File: src/rtl/prio_irq_pkg.sv
package prio_irq_pkg;
    typedef enum logic [1:0] {
        S_IDLE   = 2'd0,
        S_ACTIVE = 2'd1,
        S_FULL   = 2'd2
    } svc_state_t;
endpackage

File: src/rtl/irq_capture.sv
module irq_capture #(
    parameter int N_EXT = 4,
    parameter int N_INT = 4
) (
    input  logic             clk,
    input  logic             rst_n,
    input  logic [N_EXT-1:0] irq,
    input  logic [N_INT-1:0] int_evt,
    input  logic             ctrl_we,
    input  logic [N_EXT:0]   ctrl_wdata,
    input  logic [N_EXT-1:0] clr_ext,
    input  logic [N_INT-1:0] clr_int,
    output logic [N_EXT-1:0] ext_req,
    output logic [N_INT-1:0] int_pend,
    output logic             nest_en
);
    logic [N_EXT:0]   ctrl_shadow;
    logic [N_EXT:0]   ctrl_eff;
    logic [N_EXT-1:0] irq_prev;
    logic [N_EXT-1:0] pend_ext;
    logic [N_EXT-1:0] sens;

    assign sens    = ctrl_eff[N_EXT-1:0];
    assign nest_en = ctrl_eff[N_EXT];

    // The written word sits in a shadow stage for one cycle before it governs.
    always_ff @(posedge clk) begin
        if (!rst_n) begin
            ctrl_shadow <= '0;
            ctrl_eff    <= '0;
            irq_prev    <= '0;
            pend_ext    <= '0;
            int_pend    <= '0;
        end else begin
            if (ctrl_we)
                ctrl_shadow <= ctrl_wdata;
            ctrl_eff <= ctrl_shadow;
            irq_prev <= irq;
            pend_ext <= sens & ((pend_ext & ~clr_ext) | (irq & ~irq_prev));
            int_pend <= (int_pend & ~clr_int) | int_evt;
        end
    end

    // Edge lines report their latch; level lines report the live pin.
    assign ext_req = (sens & pend_ext) | (~sens & irq);

    p_cfg_latency_r2: assert property (@(posedge clk) disable iff (!rst_n)
        ctrl_we |=> ##1 (ctrl_eff == $past(ctrl_wdata, 2)));

    p_edge_hold_r3: assert property (@(posedge clk) disable iff (!rst_n)
        1'b1 |=> (($past(pend_ext & sens & ~clr_ext) & ~pend_ext) == '0));
endmodule

File: src/rtl/irq_select.sv
module irq_select #(
    parameter int N_EXT = 4,
    parameter int N_INT = 4,
    parameter int VEC_W = 4
) (
    input  logic [N_EXT-1:0] ext_req,
    input  logic [N_INT-1:0] int_pend,
    input  logic [N_INT-1:0] int_mask,
    input  logic [1:0]       class_mask,
    input  logic             busy,
    input  logic             full,
    input  logic             nest_en,
    input  logic [VEC_W-1:0] top_lvl,
    output logic             int_req,
    output logic [VEC_W-1:0] vector
);
    localparam int N_SRC = N_EXT + N_INT;
    localparam logic [VEC_W-1:0] NONE = VEC_W'(N_SRC);

    logic [N_INT-1:0] cls_gate;
    logic [N_SRC-1:0] cand;
    logic             found;
    logic             allow;
    logic [VEC_W-1:0] pick;

    // Lower half of the internal sources are reads, upper half writes.
    for (genvar j = 0; j < N_INT; j++) begin : g_cls
        if (j < N_INT / 2) begin : g_rd
            assign cls_gate[j] = class_mask[0];
        end else begin : g_wr
            assign cls_gate[j] = class_mask[1];
        end
    end

    assign cand = {int_pend & int_mask & cls_gate, ext_req};

    always_comb begin
        found = 1'b0;
        pick  = NONE;
        for (int i = N_SRC - 1; i >= 0; i--) begin
            if (cand[i]) begin
                found = 1'b1;
                pick  = VEC_W'(i);
            end
        end
        allow   = !busy || (nest_en && !full && (pick < top_lvl));
        int_req = found && allow;
        vector  = int_req ? pick : NONE;
    end

    always_comb begin
        if (int_req) begin
            p_prio_r6: assert ((cand & ((N_SRC'(1) << vector) - N_SRC'(1))) == '0);
        end
    end
endmodule

File: src/rtl/irq_service.sv
module irq_service
    import prio_irq_pkg::*;
#(
    parameter int N_SRC = 8,
    parameter int DEPTH = 4,
    parameter int VEC_W = 4
) (
    input  logic             clk,
    input  logic             rst_n,
    input  logic             push,
    input  logic             rti,
    input  logic [VEC_W-1:0] vector,
    output logic             busy,
    output logic             full,
    output logic [VEC_W-1:0] top_lvl
);
    localparam int DW = $clog2(DEPTH + 1);
    localparam logic [DW-1:0] D_MAX = DW'(DEPTH);
    localparam logic [VEC_W-1:0] NONE = VEC_W'(N_SRC);

    svc_state_t       state, state_nx;
    logic [DW-1:0]    depth;
    logic [VEC_W-1:0] stk [DEPTH];
    logic             pop;
    logic             do_push;

    assign pop     = rti && (state != S_IDLE);
    assign do_push = push && !pop && (state != S_FULL);

    always_comb begin
        state_nx = state;
        unique case (state)
            S_IDLE: begin
                if (do_push)
                    state_nx = (D_MAX == DW'(1)) ? S_FULL : S_ACTIVE;
            end
            S_ACTIVE: begin
                if (pop)
                    state_nx = (depth == DW'(1)) ? S_IDLE : S_ACTIVE;
                else if (do_push)
                    state_nx = (depth == D_MAX - DW'(1)) ? S_FULL : S_ACTIVE;
            end
            S_FULL: begin
                if (pop)
                    state_nx = (D_MAX == DW'(1)) ? S_IDLE : S_ACTIVE;
            end
            default: state_nx = S_IDLE;
        endcase
    end

    always_ff @(posedge clk) begin
        if (!rst_n) begin
            state <= S_IDLE;
            depth <= '0;
        end else begin
            state <= state_nx;
            if (pop)
                depth <= depth - DW'(1);
            else if (do_push)
                depth <= depth + DW'(1);
        end
    end

    always_ff @(posedge clk) begin
        if (!rst_n) begin
            for (int i = 0; i < DEPTH; i++)
                stk[i] <= NONE;
        end else begin
            for (int i = 0; i < DEPTH; i++)
                if (do_push && depth == DW'(i))
                    stk[i] <= vector;
        end
    end

    always_comb begin
        busy    = (state != S_IDLE);
        full    = (state == S_FULL);
        top_lvl = NONE;
        for (int i = 0; i < DEPTH; i++)
            if (depth == DW'(i + 1))
                top_lvl = stk[i];
    end

    p_push_depth_r7: assert property (@(posedge clk) disable iff (!rst_n)
        do_push |=> (depth == $past(depth) + DW'(1)));

    p_pop_depth_r10: assert property (@(posedge clk) disable iff (!rst_n)
        pop |=> (depth == $past(depth) - DW'(1)));

    p_idle_rti_r10: assert property (@(posedge clk) disable iff (!rst_n)
        (state == S_IDLE && rti) |=> (state == S_IDLE));

    p_depth_bound_r9: assert property (@(posedge clk) disable iff (!rst_n)
        depth <= D_MAX);
endmodule

File: src/rtl/prio_irq_ctrl.sv
module prio_irq_ctrl #(
    parameter int N_EXT = 4,
    parameter int N_INT = 4,
    parameter int DEPTH = 4,
    localparam int N_SRC = N_EXT + N_INT,
    localparam int VEC_W = $clog2(N_SRC + 1)
) (
    input  logic             clk,
    input  logic             rst_n,
    input  logic [N_EXT-1:0] irq,
    input  logic [N_INT-1:0] int_evt,
    input  logic [N_INT-1:0] int_mask,
    input  logic [1:0]       class_mask,
    input  logic             ctrl_we,
    input  logic [N_EXT:0]   ctrl_wdata,
    input  logic             ack,
    input  logic             rti,
    output logic             int_req,
    output logic [VEC_W-1:0] vector
);
    localparam logic [VEC_W-1:0] NONE = VEC_W'(N_SRC);

    logic [N_EXT-1:0] ext_req;
    logic [N_INT-1:0] int_pend;
    logic             nest_en;
    logic             busy, full;
    logic [VEC_W-1:0] top_lvl;
    logic             push;
    logic [N_SRC-1:0] clr_vec;

    // A return in the same cycle takes precedence over an acknowledge.
    assign push = ack && int_req && !rti;

    always_comb begin
        for (int i = 0; i < N_SRC; i++)
            clr_vec[i] = push && (vector == VEC_W'(i));
    end

    irq_capture #(.N_EXT(N_EXT), .N_INT(N_INT)) u_capture (
        .clk        (clk),
        .rst_n      (rst_n),
        .irq        (irq),
        .int_evt    (int_evt),
        .ctrl_we    (ctrl_we),
        .ctrl_wdata (ctrl_wdata),
        .clr_ext    (clr_vec[N_EXT-1:0]),
        .clr_int    (clr_vec[N_SRC-1:N_EXT]),
        .ext_req    (ext_req),
        .int_pend   (int_pend),
        .nest_en    (nest_en)
    );

    irq_select #(.N_EXT(N_EXT), .N_INT(N_INT), .VEC_W(VEC_W)) u_select (
        .ext_req    (ext_req),
        .int_pend   (int_pend),
        .int_mask   (int_mask),
        .class_mask (class_mask),
        .busy       (busy),
        .full       (full),
        .nest_en    (nest_en),
        .top_lvl    (top_lvl),
        .int_req    (int_req),
        .vector     (vector)
    );

    irq_service #(.N_SRC(N_SRC), .DEPTH(DEPTH), .VEC_W(VEC_W)) u_service (
        .clk     (clk),
        .rst_n   (rst_n),
        .push    (push),
        .rti     (rti),
        .vector  (vector),
        .busy    (busy),
        .full    (full),
        .top_lvl (top_lvl)
    );

    p_no_nest_r8: assert property (@(posedge clk) disable iff (!rst_n)
        (busy && !nest_en) |-> !int_req);

    p_preempt_r9: assert property (@(posedge clk) disable iff (!rst_n)
        (int_req && busy) |-> (vector < top_lvl));

    p_full_block_r9: assert property (@(posedge clk) disable iff (!rst_n)
        full |-> !int_req);

    p_idle_vec_r6: assert property (@(posedge clk) disable iff (!rst_n)
        !int_req |-> (vector == NONE));
endmodule

File: config.mk
export PLATFORM = sky130hd
export DESIGN_NAME = prio_irq_ctrl
export DESIGN_NICKNAME = d
export VERILOG_FILES = /design/src/rtl/prio_irq_pkg.sv /design/src/rtl/irq_capture.sv /design/src/rtl/irq_select.sv /design/src/rtl/irq_service.sv /design/src/rtl/prio_irq_ctrl.sv
export SDC_FILE = /design/constraint.sdc
export NUM_CORES = 1
export LEC_CHECK = 0
export BUFFER_PORTS_ARGS = -buffer_cell sky130_fd_sc_hd__buf_2
export CORE_MARGIN = 2
export CORE_UTILIZATION = 35
export DETAILED_ROUTE_END_ITERATION = 8
export GPL_ROUTABILITY_DRIVEN = 1
export PLACE_DENSITY_LB_ADDON = 0.1
export RECOVER_POWER = 25
export SLEW_MARGIN = 20
export SYNTH_ARGS = -nofsm -noshare
export SYNTH_HDL_FRONTEND = slang
export SYNTH_HIERARCHICAL = 1
export SYNTH_SLANG_ARGS = --single-unit
export TNS_END_PERCENT = 10
File: constraint.sdc
create_clock -name clk -period 4 [get_ports clk]
set_input_delay 0.8 -clock clk [delete_from_list [all_inputs] [get_ports clk]]
set_output_delay 0.8 -clock clk [all_outputs]
set_load 0.005 [all_outputs]
==> impl_metrics.ini <==
[place]
placed_cell_area_um2 = 2740
gp_congestion = 0.812
io_buffer_count = 28
dp_hpwl_mm = 4.04
dpl.cell_count = 363
dp_slack_ns = -0.0695

[finish]
postLayoutCoreUtil = 0.458
nFillCells = 640
nNetsFinal = 328
num_antenna_cells = 0
fin_cells = 373
drive_gt1_frac = 0.321
syn_to_final_growth_pct = 25.0
final_area_um2 = 2940

[logic_synthesis]
synthesis.instances = 239
yosysTopAreaCellShare = 0.229
ys_top_cells_by_count = 27 x dfxtp_1, 21 x nand2_1, 19 x nor2_1
syn_area_um2 = 2360
synth_top_flop_cell = dfxtp_1
synth_top_area_cell = dfxtp_1
yosysMostFrequentCell = dfxtp_1
syn_nets = 272
synthArstFlopShare = 0
ys_seq_area_frac = 0.433
syn_avg_cell_area_um2 = 9.86
synth.distinct_cells = 53
synth_edf_count = 16
synth-seq-cells = 43
yosysWarnings = 6
synth.area.top_cells = dfxtp_1 23%, edfxtp_1 20%, ha_1 4.8%, nor2b_1 4.2%, and2_1 3.5%

[sta]
period_needed_ns = 3.97
min_period_over_period = 0.992
worst_pin_slew_ns = 1.45
hold_slack_ns = 0.452
tns_ns = 0
setup_violations = 0
final_hold_viol_count = 0
slew_violations = 0
setup_ws_ns = 0.0303
skew_ns = 0.00748
max-slew-margin-rel = 0.0324
max_freq_mhz = 252

[setup_path]
cp_common_cell = buf_6
crit_chain = buf_6 -> mux2_4 -> or4_4 -> nor3b_4 -> ha_4 -> o21ai_2 -> a21oi_2 -> o21a_2 -> or3_4 -> buf_6
slowest_stage = or4_4
worstPathRequired_ns = 3.20
cp_data_arrival_time_ns = 3.17
worstSetupPathType = in2out
cp_slowest_stage_delay_ns = 0.58
path_max_fanout = 4
cp-end-kind = output port
startpoint_type = primary input

[detailed_routing]
dr.first_iter.drc_count = 90
vias = 1919
wl_per_cell_um = 14.5
totalWireLength_mm = 5.42
drc_errors = 0
ant_nets = 0
vias_per_cell = 5.14
first_pass_iters = 4

[global_routing]
antenna_found_initial = 0
grt_pass1_wl_mm = 9.15
grt_pass1_vias = 1888
track_usage = 0.157
overflow = 0
grt_max_degree = 37

[status]
outcome = completed

[floorplanning]
num_io_pins = 29
core_um2 = 6420
rows = 29
dieArea_um2 = 7400
die_height_um = 86.0
initial_utilization = 0.367
die_x_um = 86.0

[pwr]
leakagePower_nw = 1.16
fin_total_pwr_mw = 0.994
power.density_nw_per_um2 = 338
ir_drop_mv = 0.155
p_switching_mw = 0.278
p_sw_frac = 0.280
p_int_mw = 0.716
power_frac_comb = 0.211
power_frac_clock = 0.300
seqPwrFrac = 0.489

[cts]
cts_tree = done
numCtsBuffers = 5
cts.sinks = 43
clkTransAtPathRegs_ns = 0.08
root_buffer = clkbuf_8
cts_max_level = 2
insertion_delay_ns = 0.29
cts.path.max_buffers = 2

[run]
drv_cap = 0

[min_path]
hp-class = reg2reg
==> logic make-up (layout without fill, tap and decap cells) <==
group / Yosys count / after routing / share of synthesized area
fa+ha+maj: 9 / 9 / 0.0478
xor+xnor: 1 / 1 / 0.00372
flops: 43 / 43 / 0.433
mux: 11 / 11 / 0.0494
simple gates: 110 / 110 / 0.275
buf+inv: 19 / 76 / 0.0420
compound gates: 46 / 46 / 0.149
==> layout make-up <==
| cell class | count | area [um2] | share of cell area |
|---|---|---|---|
| clock buffers | 6 | 82.6 | 0.0280 |
| clock inverters | 2 | 16.3 | 0.00552 |
| inverters | 11 | 41.3 | 0.0140 |
| multi-input cells | 177 | 1320 | 0.448 |
| flip-flops and latches | 43 | 1020 | 0.347 |
| well taps | 77 | 96.3 | 0.0327 |
| repair buffers | 57 | 369 | 0.125 |
==> power groups by stage <==
| stage | sequential [mW] | clock, mW | combinational, mW |
|---|---|---|---|
| final | 0.486 | 0.298 | 0.209 |
| after detailed placement | 0.497 | 0 | 0.192 |
| after global placement | 0.496 | 0 | 0.191 |
| after global routing | 0.490 | 0.335 | 0.232 |
| after CTS | 0.487 | 0.312 | 0.195 |
| after floorplan | 0.493 | 0 | 0.120 |
==> sequential cells by signal, indices dropped and copies added (netlist names) <==
| name | count |
|---|---|
| u_capture/int_pend | 4 |
| u_capture/pend_ext | 4 |
| u_service/stk | 16 |
| u_service/depth | 3 |
| u_service/state | 2 |
| u_capture/irq_prev | 4 |
| u_capture/ctrl_eff | 5 |
| u_capture/ctrl_shadow | 5 |
==> metal layers <==
metal	vias to the layer above	global-route usage	share of wire
li1	965	-	-
met4	0	0.0433	0.0089
met3	4	0.0289	0.032
met1	910	0.222	0.49
met5	-	0	0
met2	40	0.245	0.47
==> worst paths after layout <==
| path | start | endpoint | slack, ns | cells after the start |
|---|---|---|---|---|
| hold reg to reg | u_capture/ctrl_eff[1] | u_capture/pend_ext[1] | 0.45 | 2 |
| hold / removal | u_capture/ctrl_eff[1] | u_capture/pend_ext[1] | 0.45 | 2 |
| setup / recovery | irq[0] | vector[3] | 0.03 | 10 |
| setup reg to reg | u_service/depth[0] | u_capture/int_pend[2] | 0.44 | 16 |
==> timing repair <==
action,in CTS,in global routing
gates resized for setup,3,15
buffers inserted,0,2
endpoints found under the setup margin,5,7
pin swaps,1,7
hold buffers,0,0
==> critical path: cells and delay by family <==
kind | cells | cell delay, ns
AO/OA/AOI/OAI | 3 | 0.38
adder cells (fa/ha/maj) | 1 | 0.25
AND/OR/NAND/NOR | 3 | 1.26
multiplexers | 1 | 0.27
buffers and inverters | 2 | 0.22
==> layout by cell type (no fill, tap or decap), drive strengths merged, types with 2 or more instances in the layout <==
master	synthesis	routed
o21ai	3	3
dfxtp	27	27
a211oi	2	2
o31ai	4	4
clkbuf	3	7
nor2	19	19
a221oi	3	3
nor4	3	3
buf	5	56
nand2	24	24
nand3	3	3
a21oi	12	12
inv	11	11
mux2i	6	6
nor3	3	3
and2	13	13
mux2	5	5
o21a	7	7
and3	2	2
a21boi	2	2
nand4b	2	2
nor4b	3	3
a32oi	3	3
edfxtp	16	16
nor2b	16	16
ha	9	9
nand2b	10	10
or2b	2	2
o22ai	2	2
a311o	3	3
(Power assumes the default switching activity.)
